**config.mk**
```make
export PLATFORM = sky130hd
export DESIGN_NAME = cart_rst_detect
export DESIGN_NICKNAME = d
export VERILOG_FILES = /design/src/rtl/cart_rst_detect_pkg.sv /design/src/rtl/rdet_sync.sv /design/src/rtl/rdet_sampler.sv /design/src/rtl/rdet_vec_match.sv /design/src/rtl/rdet_vec_det.sv /design/src/rtl/rdet_a0_det.sv /design/src/rtl/cart_rst_detect.sv
export SDC_FILE = /design/constraint.sdc
export NUM_CORES = 1
export LEC_CHECK = 0
export BUFFER_PORTS_ARGS = -buffer_cell sky130_fd_sc_hd__buf_2
export CAP_MARGIN = 20
export CORE_UTILIZATION = 39
export CTS_BUF_LIST = sky130_fd_sc_hd__clkbuf_8
export DETAILED_ROUTE_END_ITERATION = 16
export SLEW_MARGIN = 20
export SYNTH_ARGS = -nofsm -noshare
export SYNTH_HDL_FRONTEND = slang
export SYNTH_SLANG_ARGS = --single-unit
```
**constraint.sdc**
```tcl
create_clock -name clk_i -period 1.7 [get_ports clk_i]
set_input_delay 0.17 -clock clk_i [delete_from_list [all_inputs] [get_ports clk_i]]
set_output_delay 0.17 -clock clk_i [all_outputs]
set_load 0.01 [all_outputs]
```
**src/rtl/cart_rst_detect_pkg.sv**
```systemverilog
package cart_rst_detect_pkg;
  typedef enum logic {
    DET_VECTOR = 1'b0,
    DET_A0     = 1'b1
  } det_mode_e;

  localparam int unsigned ADDR_W = 16;
  localparam logic [ADDR_W-1:0] RESET_VEC = 16'hFFFC;
endpackage

```
**src/rtl/rdet_sync.sv**
```systemverilog
module rdet_sync #(
  parameter int unsigned WIDTH  = 1,
  parameter int unsigned STAGES = 2
) (
  input  logic             clk_i,
  input  logic             rst_ni,
  input  logic [WIDTH-1:0] d_i,
  output logic [WIDTH-1:0] q_o
);
  logic [STAGES-1:0][WIDTH-1:0] stg_q;

  always_ff @(posedge clk_i or negedge rst_ni) begin
    if (!rst_ni) begin
      stg_q <= '0;
    end else begin
      stg_q[0] <= d_i;
      for (int s = 1; s < STAGES; s++) stg_q[s] <= stg_q[s-1];
    end
  end

  assign q_o = stg_q[STAGES-1];
endmodule

```
**src/rtl/rdet_sampler.sv**
```systemverilog
module rdet_sampler
  import cart_rst_detect_pkg::*;
#(
  parameter int unsigned SYNC_STAGES = 2
) (
  input  logic              clk_i,
  input  logic              rst_ni,
  input  logic              m2_i,
  input  logic [ADDR_W-1:0] addr_i,
  input  logic              rw_i,
  output logic              smp_valid_o,
  output logic [ADDR_W-1:0] smp_addr_o,
  output logic              smp_rw_o
);
  localparam int unsigned BUS_W = ADDR_W + 2;

  logic [BUS_W-1:0]  bus_s;
  logic              m2_s, rw_s, m2_q, m2_fall;
  logic [ADDR_W-1:0] addr_s;
  logic              valid_q, rw_q;
  logic [ADDR_W-1:0] addr_q;

  rdet_sync #(.WIDTH(BUS_W), .STAGES(SYNC_STAGES)) u_sync (
    .clk_i (clk_i),
    .rst_ni(rst_ni),
    .d_i   ({m2_i, rw_i, addr_i}),
    .q_o   (bus_s)
  );

  assign {m2_s, rw_s, addr_s} = bus_s;
  assign m2_fall = m2_q & ~m2_s;

  always_ff @(posedge clk_i or negedge rst_ni) begin
    if (!rst_ni) begin
      m2_q    <= 1'b0;
      valid_q <= 1'b0;
      addr_q  <= '0;
      rw_q    <= 1'b0;
    end else begin
      m2_q    <= m2_s;
      valid_q <= m2_fall;
      if (m2_fall) begin
        addr_q <= addr_s;
        rw_q   <= rw_s;
      end
    end
  end

  assign smp_valid_o = valid_q;
  assign smp_addr_o  = addr_q;
  assign smp_rw_o    = rw_q;

  AST_SMP_SINGLE: assert property (@(posedge clk_i) disable iff (!rst_ni)
    valid_q |=> !valid_q);
  AST_SMP_HOLD: assert property (@(posedge clk_i) disable iff (!rst_ni)
    !m2_fall |=> $stable(addr_q) && $stable(rw_q));
endmodule

```
**src/rtl/rdet_vec_match.sv**
```systemverilog
module rdet_vec_match
  import cart_rst_detect_pkg::*;
#(
  parameter int unsigned CMP_BITS = 16
) (
  input  logic [ADDR_W-1:0] addr_i,
  output logic              hit_o,
  output logic              region_o
);
  // Region ignores bit 0 at full width so $FFFD does not re-arm.
  localparam int unsigned REGION_BITS = (CMP_BITS > ADDR_W - 1) ? ADDR_W - 1 : CMP_BITS;

  assign hit_o    = addr_i[ADDR_W-1 -: CMP_BITS] == RESET_VEC[ADDR_W-1 -: CMP_BITS];
  assign region_o = addr_i[ADDR_W-1 -: REGION_BITS] == RESET_VEC[ADDR_W-1 -: REGION_BITS];
endmodule

```
**src/rtl/rdet_vec_det.sv**
```systemverilog
module rdet_vec_det
  import cart_rst_detect_pkg::*;
#(
  parameter int unsigned CMP_BITS = 16
) (
  input  logic              clk_i,
  input  logic              rst_ni,
  input  logic              smp_valid_i,
  input  logic [ADDR_W-1:0] smp_addr_i,
  input  logic              smp_rw_i,
  output logic              pulse_o
);
  logic hit, region, fire, armed_q, pulse_q;

  rdet_vec_match #(.CMP_BITS(CMP_BITS)) u_match (
    .addr_i  (smp_addr_i),
    .hit_o   (hit),
    .region_o(region)
  );

  assign fire = armed_q & hit & smp_rw_i;

  always_ff @(posedge clk_i or negedge rst_ni) begin
    if (!rst_ni) begin
      armed_q <= 1'b1;
      pulse_q <= 1'b0;
    end else if (smp_valid_i) begin
      pulse_q <= fire;
      if (!region)   armed_q <= 1'b1;
      else if (fire) armed_q <= 1'b0;
    end
  end

  assign pulse_o = pulse_q;

  AST_VEC_HOLD: assert property (@(posedge clk_i) disable iff (!rst_ni)
    !smp_valid_i |=> $stable(pulse_q));
  AST_VEC_READ_ONLY: assert property (@(posedge clk_i) disable iff (!rst_ni)
    $rose(pulse_q) |-> $past(smp_rw_i));
  AST_VEC_NO_REFIRE: assert property (@(posedge clk_i) disable iff (!rst_ni)
    (smp_valid_i && pulse_q && region) |=> !pulse_q);
endmodule

```
**src/rtl/rdet_a0_det.sv**
```systemverilog
module rdet_a0_det
  import cart_rst_detect_pkg::*;
#(
  parameter int unsigned STUCK_CYCLES = 8
) (
  input  logic              clk_i,
  input  logic              rst_ni,
  input  logic              smp_valid_i,
  input  logic [ADDR_W-1:0] smp_addr_i,
  input  logic              smp_rw_i,
  output logic              pulse_o,
  output logic              jam_o
);
  localparam int unsigned RUN_W = $clog2(STUCK_CYCLES + 1);
  localparam logic [RUN_W-1:0] RUN_MAX = RUN_W'(STUCK_CYCLES);

  logic             first_q, last_a0_q, armed_q, seen_q, pulse_q, jam_q;
  logic [RUN_W-1:0] run_q, run_d;
  logic             toggle, armed_eff, fire, vec_read, seen_eff;

  assign toggle    = first_q | (smp_addr_i[0] != last_a0_q);
  assign run_d     = toggle ? RUN_W'(1) : ((run_q == RUN_MAX) ? RUN_MAX : run_q + RUN_W'(1));
  assign armed_eff = toggle | armed_q;
  assign fire      = armed_eff & (run_d == RUN_MAX);
  assign vec_read  = smp_rw_i & (smp_addr_i[ADDR_W-1:1] == RESET_VEC[ADDR_W-1:1]);
  assign seen_eff  = seen_q | vec_read;

  always_ff @(posedge clk_i or negedge rst_ni) begin
    if (!rst_ni) begin
      first_q   <= 1'b1;
      last_a0_q <= 1'b0;
      run_q     <= '0;
      armed_q   <= 1'b1;
      seen_q    <= 1'b0;
      pulse_q   <= 1'b0;
      jam_q     <= 1'b0;
    end else if (smp_valid_i) begin
      first_q   <= 1'b0;
      last_a0_q <= smp_addr_i[0];
      run_q     <= run_d;
      armed_q   <= armed_eff & ~fire;
      pulse_q   <= fire;
      seen_q    <= seen_eff & ~fire;
      if (fire && !seen_eff) jam_q <= 1'b1;
    end
  end

  assign pulse_o = pulse_q;
  assign jam_o   = jam_q;

  AST_A0_RUN_BOUND: assert property (@(posedge clk_i) disable iff (!rst_ni)
    run_q <= RUN_MAX);
  AST_A0_FIRE_AT_LIMIT: assert property (@(posedge clk_i) disable iff (!rst_ni)
    $rose(pulse_q) |-> (run_q == RUN_MAX));
  AST_A0_NO_REFIRE: assert property (@(posedge clk_i) disable iff (!rst_ni)
    (smp_valid_i && pulse_q && !first_q && (smp_addr_i[0] == last_a0_q)) |=> !pulse_q);
  AST_A0_JAM_STICKY: assert property (@(posedge clk_i) disable iff (!rst_ni)
    jam_q |=> jam_q);
endmodule

```
**src/rtl/cart_rst_detect.sv**
```systemverilog
module cart_rst_detect
  import cart_rst_detect_pkg::*;
#(
  parameter det_mode_e   MODE         = DET_VECTOR,
  parameter int unsigned CMP_BITS     = 16,
  parameter int unsigned STUCK_CYCLES = 8,
  parameter int unsigned SYNC_STAGES  = 2
) (
  input  logic        clk_i,
  input  logic        rst_ni,
  input  logic        m2_i,
  input  logic [15:0] addr_i,
  input  logic        rw_i,
  output logic        rst_pulse_o,
  output logic        jam_flag_o
);
  logic              smp_valid, smp_rw;
  logic [ADDR_W-1:0] smp_addr;

  rdet_sampler #(.SYNC_STAGES(SYNC_STAGES)) u_sampler (
    .clk_i      (clk_i),
    .rst_ni     (rst_ni),
    .m2_i       (m2_i),
    .addr_i     (addr_i),
    .rw_i       (rw_i),
    .smp_valid_o(smp_valid),
    .smp_addr_o (smp_addr),
    .smp_rw_o   (smp_rw)
  );

  if (MODE == DET_VECTOR) begin : g_vec
    rdet_vec_det #(.CMP_BITS(CMP_BITS)) u_det (
      .clk_i      (clk_i),
      .rst_ni     (rst_ni),
      .smp_valid_i(smp_valid),
      .smp_addr_i (smp_addr),
      .smp_rw_i   (smp_rw),
      .pulse_o    (rst_pulse_o)
    );
    assign jam_flag_o = 1'b0;
  end else begin : g_a0
    rdet_a0_det #(.STUCK_CYCLES(STUCK_CYCLES)) u_det (
      .clk_i      (clk_i),
      .rst_ni     (rst_ni),
      .smp_valid_i(smp_valid),
      .smp_addr_i (smp_addr),
      .smp_rw_i   (smp_rw),
      .pulse_o    (rst_pulse_o),
      .jam_o      (jam_flag_o)
    );
  end
endmodule

```
Yosys cells after proc, flatten, opt, wreduce, memory -nomap -nowiden
Index checks and enable logic that the tools add are counted.

Eq/ne operators: 3. Multiplexer cells: 2. Bitwise operators: 4. Reduce and logical (&&, ||, !) cells: 1.

Operators with widths (number): == test 16 bit, second input constant (1); == test 15 bit, second input constant (1); AND 1 bit (3); 2-to-1 mux 1 bit (2); inequality test 2 bit, second input constant (1); AND reduction 2 bit (1); NOT 1 bit (1).

Register bits: 57. Bits of input ports: 20. Output and inout port bits: 2. Logic and storage cells: 18.

Logic depth before layout (Yosys ltp)
Word-level depth: 5. Mapped depth: 4. Mapped depth without buffers: 3.

Hierarchy
Synthesis repeated with hierarchy kept, for this count alone.

Cells, all modules: 109. Area total of the unflattened synthesis: 1928.1 µm².

Modules (own cells, without submodules): rdet_sync (instances 1, cells an instance 54, area an instance 1036.0 µm², seq. area each 900.9 µm²); rdet_sampler (instances 1, cells an instance 39, area an instance 745.7 µm², seq. area each 475.5 µm²); rdet_vec_det (instances 1, cells an instance 8, area an instance 83.8 µm², seq. area each 51.3 µm²); rdet_vec_match (instances 1, cells an instance 6, area an instance 51.3 µm², seq. area each 0.0 µm²); cart_rst_detect (instances 1, cells an instance 2, area an instance 11.3 µm², seq. area each 0.0 µm²).

Worst setup path before layout
No wires, ideal clock.

Path kind: reg2reg. From: reg u_sampler.u_sync.stg_q (netlist bit u_sampler.u_sync.q_o[17]). To: reg u_sampler.addr_q[10], in the netlist u_sampler.smp_addr_o[10]. Library setup time: 0.125 ns. Arrival time: 1.144 ns. Data required time: 1.575 ns. Setup slack: 0.431 ns. Stages on the path, launching flop included: 5. Path buffers: 2. Clock period less this slack: 1.269 ns. Cells stage by stage: dfrtp_1 -> nor2b_1 -> buf_2 -> buf_4 -> mux2_2.

Word-level cells in the longest chain between the ends: 2.

RTL lines: from (decl) (RTL line rdet_sync.sv:10) `logic [STAGES-1:0][WIDTH-1:0] stg_q;`; NOT 1 bit (RTL line rdet_sampler.sv:31) `assign m2_fall = m2_q & ~m2_s;`; AND 1 bit (RTL line rdet_sampler.sv:31); via u_sampler.m2_fall (RTL line rdet_sampler.sv:18) `logic m2_s, rw_s, m2_q, m2_fall;`; to (signal assigned) (RTL line rdet_sampler.sv:43) `addr_q <= addr_s;`; to (decl) (RTL line rdet_sampler.sv:21) `logic [ADDR_W-1:0] addr_q;`.

The timed path passes the listed nets, and every way through them passes these cells. A chain may end at the register's enable or synchronous reset.

Final worst setup path
From: reg u_sampler.addr_q[1], in the netlist u_sampler.smp_addr_o[1]. To: reg g_vec.u_det.pulse_q, in the netlist g_vec.u_det.pulse_o.

Word-level cells in the longest chain between the ends: 3.

RTL lines: == test 16 bit (RTL line rdet_vec_match.sv:13) `assign hit_o = addr_i[ADDR_W-1 -: CMP_BITS] == RESET_VEC[ADDR_W-1 -: CMP_BITS];`; AND 1 bit (2 in a row) (RTL line rdet_vec_det.sv:21) `assign fire = armed_q & hit & smp_rw_i;`; to (signal assigned) (RTL line rdet_vec_det.sv:28) `pulse_q <= fire;`; to (decl) (RTL line rdet_vec_det.sv:13) `logic hit, region, fire, armed_q, pulse_q;`.

Every way passes these cells.

==> run summary <==
status: complete, no violations
Port Buf Inserts: 20
Setup crit start kind: flop
CP Max Fanout: 2
Post-CTS Setup Inserts: 0
f_max: 758 MHz
Final TNS setup: 0 ps
Layout area overhead: 32.2%
nets@finish: 158
Netlist cell types: 15
cells after synthesis: 89
Num CTS Buffers: 9
share of cells above drive strength 1: 39.9%
ratio of final minimum period to clock period: 77.7%
clock latency on the worst-skew pair: 320 ps
antenna diode count: 0
WHS Path Cells: 0
clk buf depth: 2
PD cells: 1260 mW/mm^2
max-slew violations: 0
vias in the first global route: 894
Reg clk slew, reported paths: 60 ps
Setup crit end kind: flop
DR vias: 845
Fin. Hold Viols: 0
Core ar.: 0.00412 mm^2
Worst Hold Class: flop to flop
row cnt: 23
CTS tree: yes
Post-Synthesis Cell Area: 0.00173 mm^2
Overflow after GRT: 0
Worst-Margin Slew: 528 ps
Static Leak: 1.03 nW
Max-Cap Viols: 0
Routed WL: 2.32 mm
DR WL/cell: 12.0 um
r2r worst-path depth: 3
sequential area share after synthesis: 82.7%
I/O pin total: 22
CP arrival: 1540 ps
root buf cell: clkbuf_8
drt drc: 0
Ys Warns: 0
global-route wire length before repair: 4.00 mm
pre-CTS setup slack: 413 ps
Syn Area/Cell: 19.4 um^2
Final Worst Setup Slack: 380 ps
Detail Route Antenna Nets: 0
initial antenna violation count: 0
Required @ worst endpoint: 1920 ps
# H-tree levels: 3
half-perimeter wire length after placement: 1.39 mm
Rel. slew slack: 64.8%
Setup Viol. Count Final: 0
Design Power: 2.87 mW
Die X: 68.5 um
Die H: 68.5 um
initial core utilization: 42.0%
worst vdd ir: 0.587 mV
Hold-fix buffers, CTS: 19
initial drt markers: 29
GRT Total Usage: 13.1%
GP Congestion: 0.724
crit path time final: 1320 ps
DRT Pass-1 Iters: 3
largest net degree at the start of global routing: 35
die area: 0.00470 mm^2
DR vias/cell: 4.38
CTS resizes: 0
crit path kind: flop to flop
Final Skew: 4.81 ps
unrepaired setup endpoints after global routing: no
Synthesized Nets: 109
clk sink count: 57
#FFs+latches synth: 57
[final timing paths]
| check | start | endpoint | slack (ps) |
|---|---|---|---|
| min in group asynchronous | rst_ni | u_sampler.u_sync.q_o[17] | 360 |
| hold / removal | u_sampler.u_sync.stg_q[5] | u_sampler.u_sync.q_o[5] | 350 |
| setup / recovery | u_sampler.smp_addr_o[1] | g_vec.u_det.pulse_o | 380 |
| setup reg to reg | u_sampler.smp_addr_o[1] | g_vec.u_det.pulse_o | 380 |
| max in group asynchronous | rst_ni | u_sampler.u_sync.stg_q[12] | 780 |
| hold reg to reg | u_sampler.u_sync.stg_q[5] | u_sampler.u_sync.q_o[5] | 350 |
[state kept, by name, indices dropped and copies added (netlist names)]
register / cells
u_sampler.u_sync.q_o: 18
u_sampler.u_sync.stg_q: 18
u_sampler.smp_rw_o: 1
u_sampler.m2_q: 1
u_sampler.smp_valid_o: 1
u_sampler.smp_addr_o: 16
g_vec.u_det.armed_q: 1
g_vec.u_det.pulse_o: 1
[logic make-up after synthesis]
logic type	Yosys count	share of synthesized area, %
other	1	0.217
AND/OR/NAND/NOR	7	2.97
buffers and inverters	5	1.59
multiplexers	17	11.1
flip-flops	57	82.7
AO/OA/AOI/OAI	2	1.45
[report_power, final]
part	switching [mW]	internal [mW]	total, mW	leakage [nW]
combinational	0.0655	0.107	0.173	0.265
clock	0.481	0.704	1.19	0.0995
sequential	0.0441	1.47	1.51	0.668
[placed cells by master (no fill, tap or decap), types with 2 or more instances in the layout]
cell / synthesis / routed
mux2_2: 17 / 17
dlygate4sd3_1: 0 / 19
clkbuf_8: 0 / 10
nand4_1: 2 / 2
clkinvlp_4: 0 / 2
clkinv_2: 0 / 2
buf_2: 1 / 20
dfrtp_1: 56 / 56
inv_1: 2 / 3
[per-layer routing]
| metal | GRT usage [%] | share of wire, % |
|---|---|---|
| met5 | 0 | 0 |
| met4 | 11.7 | 3.3 |
| met3 | 4.93 | 4.7 |
| met2 | 18.9 | 47 |
| met1 | 15.1 | 45 |
[synthesized netlist by cell type]
cell type / n / area share [%]
inv_1: 2 / 0.43
nand4b_1: 1 / 0.51
conb_1: 1 / 0.22
nor2b_1: 1 / 0.36
nand3_1: 1 / 0.29
mux2_2: 17 / 11
buf_4: 2 / 0.87
dfrtp_1: 56 / 81
nand4_1: 2 / 0.72
dfstp_2: 1 / 1.5
nand3b_1: 1 / 0.43
a22o_1: 1 / 0.51
or4_4: 1 / 0.65
buf_2: 1 / 0.29
o32ai_2: 1 / 0.94
[metrics by stage]
stage | instances | area [um^2] | hold slack, ps | utilization [%]
2_1_floorplan | 89 | 1730 | -126 | -
4_1_cts | 193 | 2280 | 349 | 55.5
6_report | 193 | 2280 | 348 | 55.5
3_3_place_gp | 158 | 1900 | 170 | 46.1
5_1_grt | 193 | 2280 | 352 | 55.5
3_5_place_dp | 158 | 1900 | 179 | 46.1
[worst max-delay path, stage by stage, from the launching register on]
cell and delay [ps]:
dfrtp_1 370, nand4b_1 200, or4_4 440, o32ai_2 210
[cell type report]
class                      count  area, um^2
timing repair buffer          41         318
tap                           50        62.6
clock inverter                 6        58.8
fill                         313        1830
clock buffer                  10         138
sequential                    57        1430
multi-input combinational     27         272
inverter                       2        7.51
Note: power is estimated with default switching activity, not from simulation.
